--- config.mk ---
export PLATFORM = sky130hd
export DESIGN_NAME = flag_offset_loader
export DESIGN_NICKNAME = d
export VERILOG_FILES = /design/src/rtl/flag_offset_loader.sv
export SDC_FILE = /design/constraint.sdc
export NUM_CORES = 1
export LEC_CHECK = 0
export CORE_MARGIN = 2
export CORE_UTILIZATION = 45
export CTS_BUF_LIST = sky130_fd_sc_hd__clkbuf_8
export CTS_CLUSTER_DIAMETER = 80
export DETAILED_ROUTE_END_ITERATION = 12
export DONT_BUFFER_PORTS = 1
export PLACE_DENSITY = 0.62
export SLEW_MARGIN = 20
export SYNTH_ARGS = -nofsm -noshare
export SYNTH_HDL_FRONTEND = slang
export SYNTH_SLANG_ARGS = --single-unit
--- constraint.sdc ---
create_clock -name clk -period 2.7 [get_ports clk]
set_clock_uncertainty 0.2 [all_clocks]
set_input_delay 0.27 -clock clk [delete_from_list [all_inputs] [get_ports clk]]
set_output_delay 0.27 -clock clk [all_outputs]
set_load 0.01 [all_outputs]
--- src/rtl/flag_offset_loader.sv ---
module flag_offset_loader #(
  parameter int PTR_W = 8
) (
  input  logic             clk,
  input  logic             mrst_n,
  input  logic             prst_n,
  input  logic [1:0]       fsel,
  input  logic             ser_mode,
  input  logic             par_we,
  input  logic [PTR_W-1:0] par_data,
  input  logic             ser_en,
  input  logic             ser_bit,
  input  logic             wr_req,
  output logic             wr_en,
  output logic             cfg_done,
  output logic [PTR_W-1:0] ae1_off,
  output logic [PTR_W-1:0] ae2_off,
  output logic [PTR_W-1:0] af1_off,
  output logic [PTR_W-1:0] af2_off
);
  localparam int TOT = 4 * PTR_W;
  localparam int CW  = $clog2(TOT);

  logic [TOT-1:0] offs;
  logic [CW-1:0]  cnt;
  logic           ser_q;
  logic           ld, last;

  function automatic logic [PTR_W-1:0] dflt(input logic [1:0] s);
    case (s)
      2'b01:   return PTR_W'(8);
      2'b10:   return PTR_W'(16);
      2'b11:   return PTR_W'(64);
      default: return '0;
    endcase
  endfunction

  assign ld   = !cfg_done && (ser_q ? ser_en : par_we);
  assign last = ser_q ? (cnt == CW'(TOT - 1)) : (cnt == CW'(3));

  always_ff @(posedge clk) begin
    if (!mrst_n) begin
      ser_q    <= ser_mode;
      cfg_done <= |fsel;
      cnt      <= '0;
      offs     <= {4{dflt(fsel)}};
    end else if (ld) begin
      cnt <= cnt + CW'(1);
      if (last) cfg_done <= 1'b1;
      if (ser_q) offs <= {offs[TOT-2:0], ser_bit};
      else       offs[(3 - int'(cnt[1:0])) * PTR_W +: PTR_W] <= par_data;
    end
  end

  assign ae1_off = offs[TOT-1 -: PTR_W];
  assign ae2_off = offs[3*PTR_W-1 -: PTR_W];
  assign af1_off = offs[2*PTR_W-1 -: PTR_W];
  assign af2_off = offs[PTR_W-1:0];
  assign wr_en   = wr_req & cfg_done & prst_n;


  done_sticky_chk: assert property (@(posedge clk) disable iff (!mrst_n)
    cfg_done |=> cfg_done);


  offs_frozen_chk: assert property (@(posedge clk) disable iff (!mrst_n)
    cfg_done |=> $stable(offs));


  wr_block_chk: assert property (@(posedge clk) disable iff (!mrst_n)
    wr_en |-> (cfg_done && prst_n));


  par_idle_chk: assert property (@(posedge clk) disable iff (!mrst_n)
    (!ser_q && !par_we) |=> $stable(offs) && $stable(cnt));


  ser_idle_chk: assert property (@(posedge clk) disable iff (!mrst_n)
    (ser_q && !ser_en) |=> $stable(offs) && $stable(cnt));


  mode_kept_chk: assert property (@(posedge clk) disable iff (!mrst_n)
    1'b1 |=> $stable(ser_q));
endmodule

# [Word level (Yosys, flattened, before mapping)]
# Cells that the tools add are included.
# Widths: inputs -> output; s select.
[op_classes] add_sub_neg=3 eq_ne=7 n_shift=2 n_mux=10 bitwise=2 n_reduce_logical=4
[ops] op="$mux 32" n=3
[ops] op="$neg 6->33" n=1
[ops] op="$shift 8x33->32 const A" n=1
[ops] op="$shiftx 8x33->32" n=1
[ops] op="$bwmux 32" n=1
[ops] op="$pmux 7 s3" n=1
[ops] op="$add 5x1->5 const B" n=1
[ops] op="$eq 5x2->1 const B" n=1
[ops] op="$eq 5x5->1 const B" n=1
[ops] op="$mux 1" n=5
[ops] op="$eq 2x2->1 const B" n=2
[ops] op="$ne 2x1->1 const B" n=2
[ops] op="$sub 2x2->3 const A" n=1
[ops] op="$and 1x1->1" n=2
[ops] op="$eq 2x1->1 const B" n=1
[ops] op="$reduce_and 2->1" n=1
[ops] op="$reduce_or 2->1" n=1
[ops] op="$logic_and 1x1->1" n=1
[ops] op="$logic_not 1->1" n=1
[word_totals] ff_bits=39 inputBits=18 out_inout_bits=34 wordCells=32

# [Depth between registers and ports, before layout]
# Gate-level depths: netlist of run 1.
[logic_depth] depth_word=7 mapped_depth=7 mapped_depth_nobuf=5

# [Worst setup path after synthesis of run 1]
# Ideal clock, no wire load.
[synth_timing] path_type="flip-flop to flip-flop" from="register cnt[0]" to="register offs[2] (data pin)" setup_time_ns=0.262 t_arrival_ns=1.709 required_time_ns=2.238 path_slack_ns=0.530 path_stages_with_launch=8 n_path_buf=2 period_less_slack_ns=2.170 path_cell_list="dfxtp_1 > clkbuf_1 > inv_1 > ha_1 > and4b_1 > buf_2 > a221oi_1 > nor2_1"
[synth_between] elab_chain_len=7 word_cells_on_any_way=8 cone_classes="add/sub: 2; shift: 2; mux: 4"
[synth_rtl] element="start: declaration" line_no="25" text="logic [CW-1:0] cnt;"
[synth_rtl] element="start signal: assignment" line_no="48" text="cnt <= cnt + CW'(1);"
[synth_rtl] element="$sub 2x2->3 *" line_no="51" text="else offs[(3 - int'(cnt[1:0])) * PTR_W +: PTR_W] <= par_data;"
[synth_rtl] element="$neg 6->33 *" line_no="51"
[synth_rtl] element="$shiftx 8x33->32 or $shift 8x33->32 (tied branches)" line_no="51"
[synth_rtl] element="$bwmux 32 *" line_no="51"
[synth_rtl] element="$mux 32 *" line_no="50" text="if (ser_q) offs <= {offs[TOT-2:0], ser_bit};"
[synth_rtl] element="$mux 32 *" line_no="47" text="end else if (ld) begin"
[synth_rtl] element="$mux 32 *" line_no="42" text="if (!mrst_n) begin"
[synth_rtl] element="end signal: assignment" line_no="46" text="offs <= {4{dflt(fsel)}};"
[synth_rtl] element="end signal: assignment" line_no="50"
[synth_rtl] element="end signal: indexed assignment" line_no="51"
[synth_rtl] element="end: declaration" line_no="24" text="logic [TOT-1:0] offs;"
# Every way passes the cells marked *; elsewhere a longest branch is shown, timed or not. The select of a mux whose other input is x is not followed.
# A chain may end at the register's enable or synchronous reset.

# [Final worst setup path of run 1]
# Ends and elaborated chain as after synthesis.

==> flow_metrics.py, run 1 <==
metrics = {
    "run_status": {
        "status": "complete, no violations",
    },
    "cells_and_area": {
        "diodes": 0,
        "drive_gt1_share_pct": 4.83,
        "finalInstanceArea_um2": 2320,
        "design.final.nets": 229,
        "areaGrowthSynthToFinish_pct": 8.82,
    },
    "setup_path": {
        "reg2regPathDepth": 5,
        "crit_type": "flip-flop to flip-flop",
        "crit_start": "cnt[0]$_SDFFE_PN0P_",
        "cp-end-kind": "flip-flop",
        "crit_required_ns": 2.55,
        "critical_path_arrival_ns": 2.15,
        "r2r-start": "cnt[0]$_SDFFE_PN0P_",
        "cp-start-kind": "flip-flop",
        "path_max_fanout": 13,
    },
    "synth": {
        "synth_nets": 225,
        "yosysUniqueCellTypes": 36,
        "synth_area_um2": 2130,
        "yosys_warnings": 0,
        "syn_inst": 202,
        "synth_seq_cells": 39,
        "syn_avg_cell_area_um2": 10.5,
        "ys_seq_area_share_pct": 52.7,
    },
    "floorplan": {
        "io_pins": 52,
        "die_w_um": 72.8,
        "rows": 25,
        "initial_utilization_pct": 46.0,
        "die_area_um2": 5300,
        "die_h_um": 72.8,
        "floorplan.core_area_um2": 4630,
    },
    "sta": {
        "whs_ns": 0.0274,
        "tns_ns": 0,
        "hold_viol": 0,
        "fin_crit_sh_pct": 85.3,
        "rsz0062_at_grt": "no",
        "finalSetupViolations": 0,
        "slew_headroom_pct": 53.9,
        "tightest_slew_ns": 0.688,
        "min_period_ns": 2.30,
        "max_freq_ghz": 0.434,
        "drv_slew": 0,
    },
    "routing": {
        "drtIter0Drc": 194,
        "drt-total-wl_um": 5620,
        "vias_per_cell": 6.58,
        "antenna_left": 0,
        "firstDrtPassIters": 4,
        "drc": 0,
        "avgRoutedWirePerCell_um": 21.5,
        "vias": 1718,
    },
    "global_route": {
        "grt-ovfl-total": 0,
        "antenna_found_initial": 0,
        "grt_max_degree": 32,
        "grt_pass1_vias": 1706,
        "grt_usage_pct": 22.3,
        "grt_pass1_wl_um": 8890,
    },
    "place": {
        "dp_hpwl_um": 3970,
        "gp_congestion": 0.869,
        "numPortBuffers": 0,
        "placed_cell_area_um2": 2140,
    },
    "power_and_ir_drop": {
        "total_power_mw": 1.32,
        "vdd_drop_max_mv": 0.241,
        "pwr_density_cell_nw_per_um2": 570,
        "leakagePower_nw": 0.842,
    },
    "clock_network": {
        "numCtsBuffers": 5,
        "cts.clk_slew.worst_paths_ns": 0.08,
        "clockBufferDepth": 2,
        "htreeDepth": 2,
        "clk_latency_ns": 0.29,
        "cts_sinks": 39,
        "cts_tree": "built",
        "root_buffer": "clkbuf_8",
        "post_cts_buffers": 0,
    },
    "min_path": {
        "hold_start": "par_data[7]",
        "hold_depth": 2,
        "min-delay-path-class": "input pin to flip-flop",
    },
    "flow_run": {
        "drv_cap": 0,
    },
}
-- cells in the mapped netlist --
master	count	area, um2
o211ai_1	2	15.0
a221oi_1	5	43.8
or3b_1	1	8.76
mux2i_2	1	13.8
a32oi_1	3	26.3
nand2b_1	2	12.5
nor2b_1	1	6.26
or2_1	1	6.26
a221o_1	14	140
nor4_1	1	6.26
and4_1	1	8.76
and3_1	6	37.5
buf_2	5	25.0
o311ai_0	1	8.76
inv_1	8	30.0
and2_1	3	18.8
a21oi_1	23	115
o21ai_0	22	110
clkbuf_1	7	26.3
nor3b_1	3	22.5
nor3_2	1	10.0
or4_1	2	15.0
nand3b_1	1	7.51
and3b_1	2	17.5
buf_6	1	11.3
nor2_1	14	52.6
buf_1	1	3.75
ha_1	5	62.6
nor3_1	2	10.0
nand2_1	5	18.8
or3_1	1	6.26
and4b_1	2	20.0
nand3_1	12	60.1
dfxtp_1	5	100
o31ai_1	4	30.0
edfxtp_1	34	1020
-- cell families (layout without fill, tap and decap cells) --
| family | after synthesis | in the layout | share of synthesized area [%] |
|---|---|---|---|
| flip-flops | 39 | 39 | 52.7 |
| adder cells (fa/ha/maj) | 5 | 5 | 2.94 |
| AO/OA/AOI/OAI | 74 | 74 | 23.0 |
| buffers and inverters | 22 | 27 | 4.53 |
| multiplexers | 1 | 1 | 0.647 |
| AND/OR/NAND/NOR | 61 | 61 | 16.2 |
-- sequential cells by signal (all words and copies together) (netlist names) --
name,flops
cnt,5
cfg_done,1
offs,32
ser_q,1
-- worst paths after layout --
kind / end / slack, ns
worst min register to register: cnt[4]$_SDFFE_PN0P_ / 0.30
worst max register to register: offs[2]$_SDFFCE_PN0P_ / 0.40
worst max-delay path: offs[2]$_SDFFCE_PN0P_ / 0.40
worst min-delay path: offs[15]$_SDFFCE_PN0P_ / 0.03
-- stage by stage --
step           instances  worst slack [ns]  util (%)
3_5_place_dp         244             0.430      46.3
2_1_floorplan        202             0.530         -
4_1_cts              261             0.407      50.0
3_3_place_gp         244             0.561      46.3
5_1_grt              261             0.206      50.0
6_report             261             0.396      50.0
-- cell type report --
type,count,area [um2]
inverters,8,30.0
multi-input cells,141,911
repair buffers,11,105
clock buffers,5,68.8
flip-flops and latches,39,1120
clock inverters,3,12.5
fillers,425,2310
well taps,54,67.6
-- layout by cell type (no fill, tap or decap), drive strengths merged, types with 4 or more instances in the layout --
cell type     n
a21oi        23
a221o        14
a221oi        5
and3          6
clkbuf        5
dfxtp         5
dlygate4sd3   9
edfxtp       34
ha            5
inv          10
nand2         5
nand3        12
nor2         14
o21ai        22
o31ai         4
-- report_power, final --
part	switching [mW]	internal, mW	total [mW]
Clock	0.205	0.174	0.379
Sequential	0.0703	0.718	0.788
Combinational	0.0885	0.0635	0.152
Total	0.364	0.955	1.32
-- metal layers --
| metal | vias to the layer above | wire length (um) | track usage, % |
|---|---|---|---|
| li1 | 800 | - | - |
| met1 | 836 | 2420 | 31.3 |
| met2 | 74 | 2550 | 32.4 |
| met3 | 8 | 555 | 8.01 |
| met4 | 0 | 89 | 7.00 |
| met5 | - | 0 | 0 |
-- critical path: stages, from the launching register on --
cell and delay, ns:
dfxtp_1 0.54, inv_1 0.16, ha_1 0.43, and4b_1 0.34
a221oi_1 0.32, nor2_1 0.07
-- repair_timing --
action	CTS	global route
hold endpoints to repair	21	0
resized for setup	0	0
setup endpoints to repair	0	0
hold buffers	9	0
Note: power is estimated with default switching activity, not from simulation.
==> run 2: changes to the inputs <==
--- a/config.mk
+++ b/config.mk
@@ -5,6 +5,7 @@
 export SDC_FILE = /design/constraint.sdc
 export NUM_CORES = 1
 export LEC_CHECK = 0
+export CORE_ASPECT_RATIO = 1.1
 export CORE_MARGIN = 2
 export CORE_UTILIZATION = 45
 export CTS_BUF_LIST = sky130_fd_sc_hd__clkbuf_8
==> run 2 against run 1 <==
Worst hold slack got worse by 0.017 ns. Highest routed layer unchanged. Critical endpoint is now offs[29]$_SDFFCE_PN0P_. Largest cell class unchanged. Sequential share of layout area decreased by 0.75 points. Utilization up 1.3 points. Non-clock buffer count rose by 1.
==> flow_metrics.py, run 2 (synthesized netlist as in run 1, its figures left out) <==
metrics = {
    "setup_path": {
        "crit_type": "flip-flop to flip-flop",
        "crit_required_ns": 2.66,
        "ff2ff_setup_slack_ns": 0.41,
        "cp-start-kind": "flip-flop",
        "crit_start": "cnt[0]$_SDFFE_PN0P_",
        "r2r-start": "cnt[0]$_SDFFE_PN0P_",
        "critical_path_arrival_ns": 2.25,
        "cp-end-kind": "flip-flop",
        "path_max_fanout": 13,
    },
    "sta": {
        "max_freq_ghz": 0.436,
        "setup_slack_ns": 0.408,
        "fin_crit_sh_pct": 84.9,
        "drv_slew": 0,
        "tns_ns": 0,
        "whs_ns": 0.0105,
        "slew_headroom_pct": 62.7,
        "hold_viol": 0,
        "finalSetupViolations": 0,
        "min_period_ns": 2.29,
        "rsz0062_at_grt": "no",
        "tightest_slew_ns": 0.558,
    },
    "global_route": {
        "grt-ovfl-total": 0,
        "use_met3_pct": 4.63,
        "grt_pass1_vias": 1683,
        "met2_usage_pct": 36.8,
        "met1_usage_pct": 29.5,
        "grt_max_degree": 33,
        "busiest_layer": "met2",
        "grt_usage_pct": 22.0,
        "grt_pass1_wl_um": 9280,
        "antenna_found_initial": 0,
    },
    "cells_and_area": {
        "regMostFlops": "offs",
        "final_util_pct": 51.3,
        "multiInputGateArea_um2": 911,
        "stdcell_count": 264,
        "top_regs": "offs: 32 flops, cnt: 5 flops",
        "fillers": 413,
        "largest_reg_flops": 32,
        "diodes": 0,
        "finalInstanceArea_um2": 2350,
        "areaGrowthSynthToFinish_pct": 10.5,
        "mostFrequentLayoutCells": "34 x edfxtp_1, 23 x a21oi_1, 22 x o21ai_0",
        "final_common_cell": "edfxtp_1",
        "seq_area_um2": 1120,
        "design.final.nets": 230,
        "drive_gt1_share_pct": 5.77,
    },
    "routing": {
        "avgRoutedWirePerCell_um": 21.3,
        "vias": 1747,
        "drc": 0,
        "antenna_left": 0,
        "vias_per_cell": 6.62,
        "drt-total-wl_um": 5640,
        "firstDrtPassIters": 4,
        "drtIter0Drc": 199,
    },
    "min_path": {
        "hold_start": "par_data[1]",
        "min-delay-path-class": "input pin to flip-flop",
    },
    "floorplan": {
        "initial_utilization_pct": 46.4,
        "die_w_um": 69.6,
        "io_pins": 52,
        "die_h_um": 76.1,
        "rows": 26,
        "die_area_um2": 5300,
        "floorplan.core_area_um2": 4590,
    },
    "clock_network": {
        "cts_resized": 0,
        "cts_tree": "built",
        "root_buffer": "clkbuf_8",
        "htreeDepth": 2,
        "clk_latency_ns": 0.29,
        "numCtsBuffers": 5,
        "cts.clk_slew.worst_paths_ns": 0.08,
        "clockBufferDepth": 2,
        "cts_sinks": 39,
    },
    "power_and_ir_drop": {
        "pwr_density_cell_nw_per_um2": 602,
        "vdd_drop_max_mv": 0.198,
        "leakagePower_nw": 0.851,
        "total_power_mw": 1.42,
    },
    "place": {
        "gp_congestion": 0.805,
        "dp_hpwl_um": 3930,
        "dp_cells": 247,
        "placed_cell_area_um2": 2150,
        "numPortBuffers": 0,
        "pre_cts_ws_ns": 0.422,
    },
    "flow_run": {
        "drv_cap": 0,
    },
    "run_status": {
        "status": "complete, no violations",
    },
}
## run 2: area by class of cell
type	instances	share of cell area [%]
repair buffers	12	4.79
clock buffers	5	2.93
inverters	8	1.28
clock inverters	3	1.65
multi-input cells	141	38.7
well taps	56	2.98
flip-flops and latches	39	47.7
## run 2: critical path, cell delays in order (launching register included)
cell	delay, ns
dfxtp_1	0.55
inv_1	0.14
ha_1	0.41
or3b_1	0.43
nor3_1	0.24
a221o_1	0.21
## run 2: final timing paths
path,cells past startpoint,end
worst max-delay path,5,offs[29]$_SDFFCE_PN0P_
worst min-delay path,1,offs[9]$_SDFFCE_PN0P_
worst max register to register,5,offs[29]$_SDFFCE_PN0P_
worst min register to register,2,cnt[4]$_SDFFE_PN0P_
## run 2: power by group
part / switching (mW) / internal [mW] / total, mW
clock: 0.209 / 0.271 / 0.480
combinational: 0.0878 / 0.0637 / 0.151
sequential: 0.0679 / 0.717 / 0.785
## run 2: per-layer routing
metal,vias to the layer above,share of wire [%]
met1,862,40
met3,6,6.9
met4,0,0.98
met5,-,0
met2,75,52
li1,804,-
## run 2: repair_timing
| item | in CTS | in global routing |
|---|---|---|
| setup endpoints to repair | 0 | 0 |
| hold buffers | 9 | 0 |
| setup buffers | 0 | 0 |
| endpoints found under the hold margin | 16 | 0 |
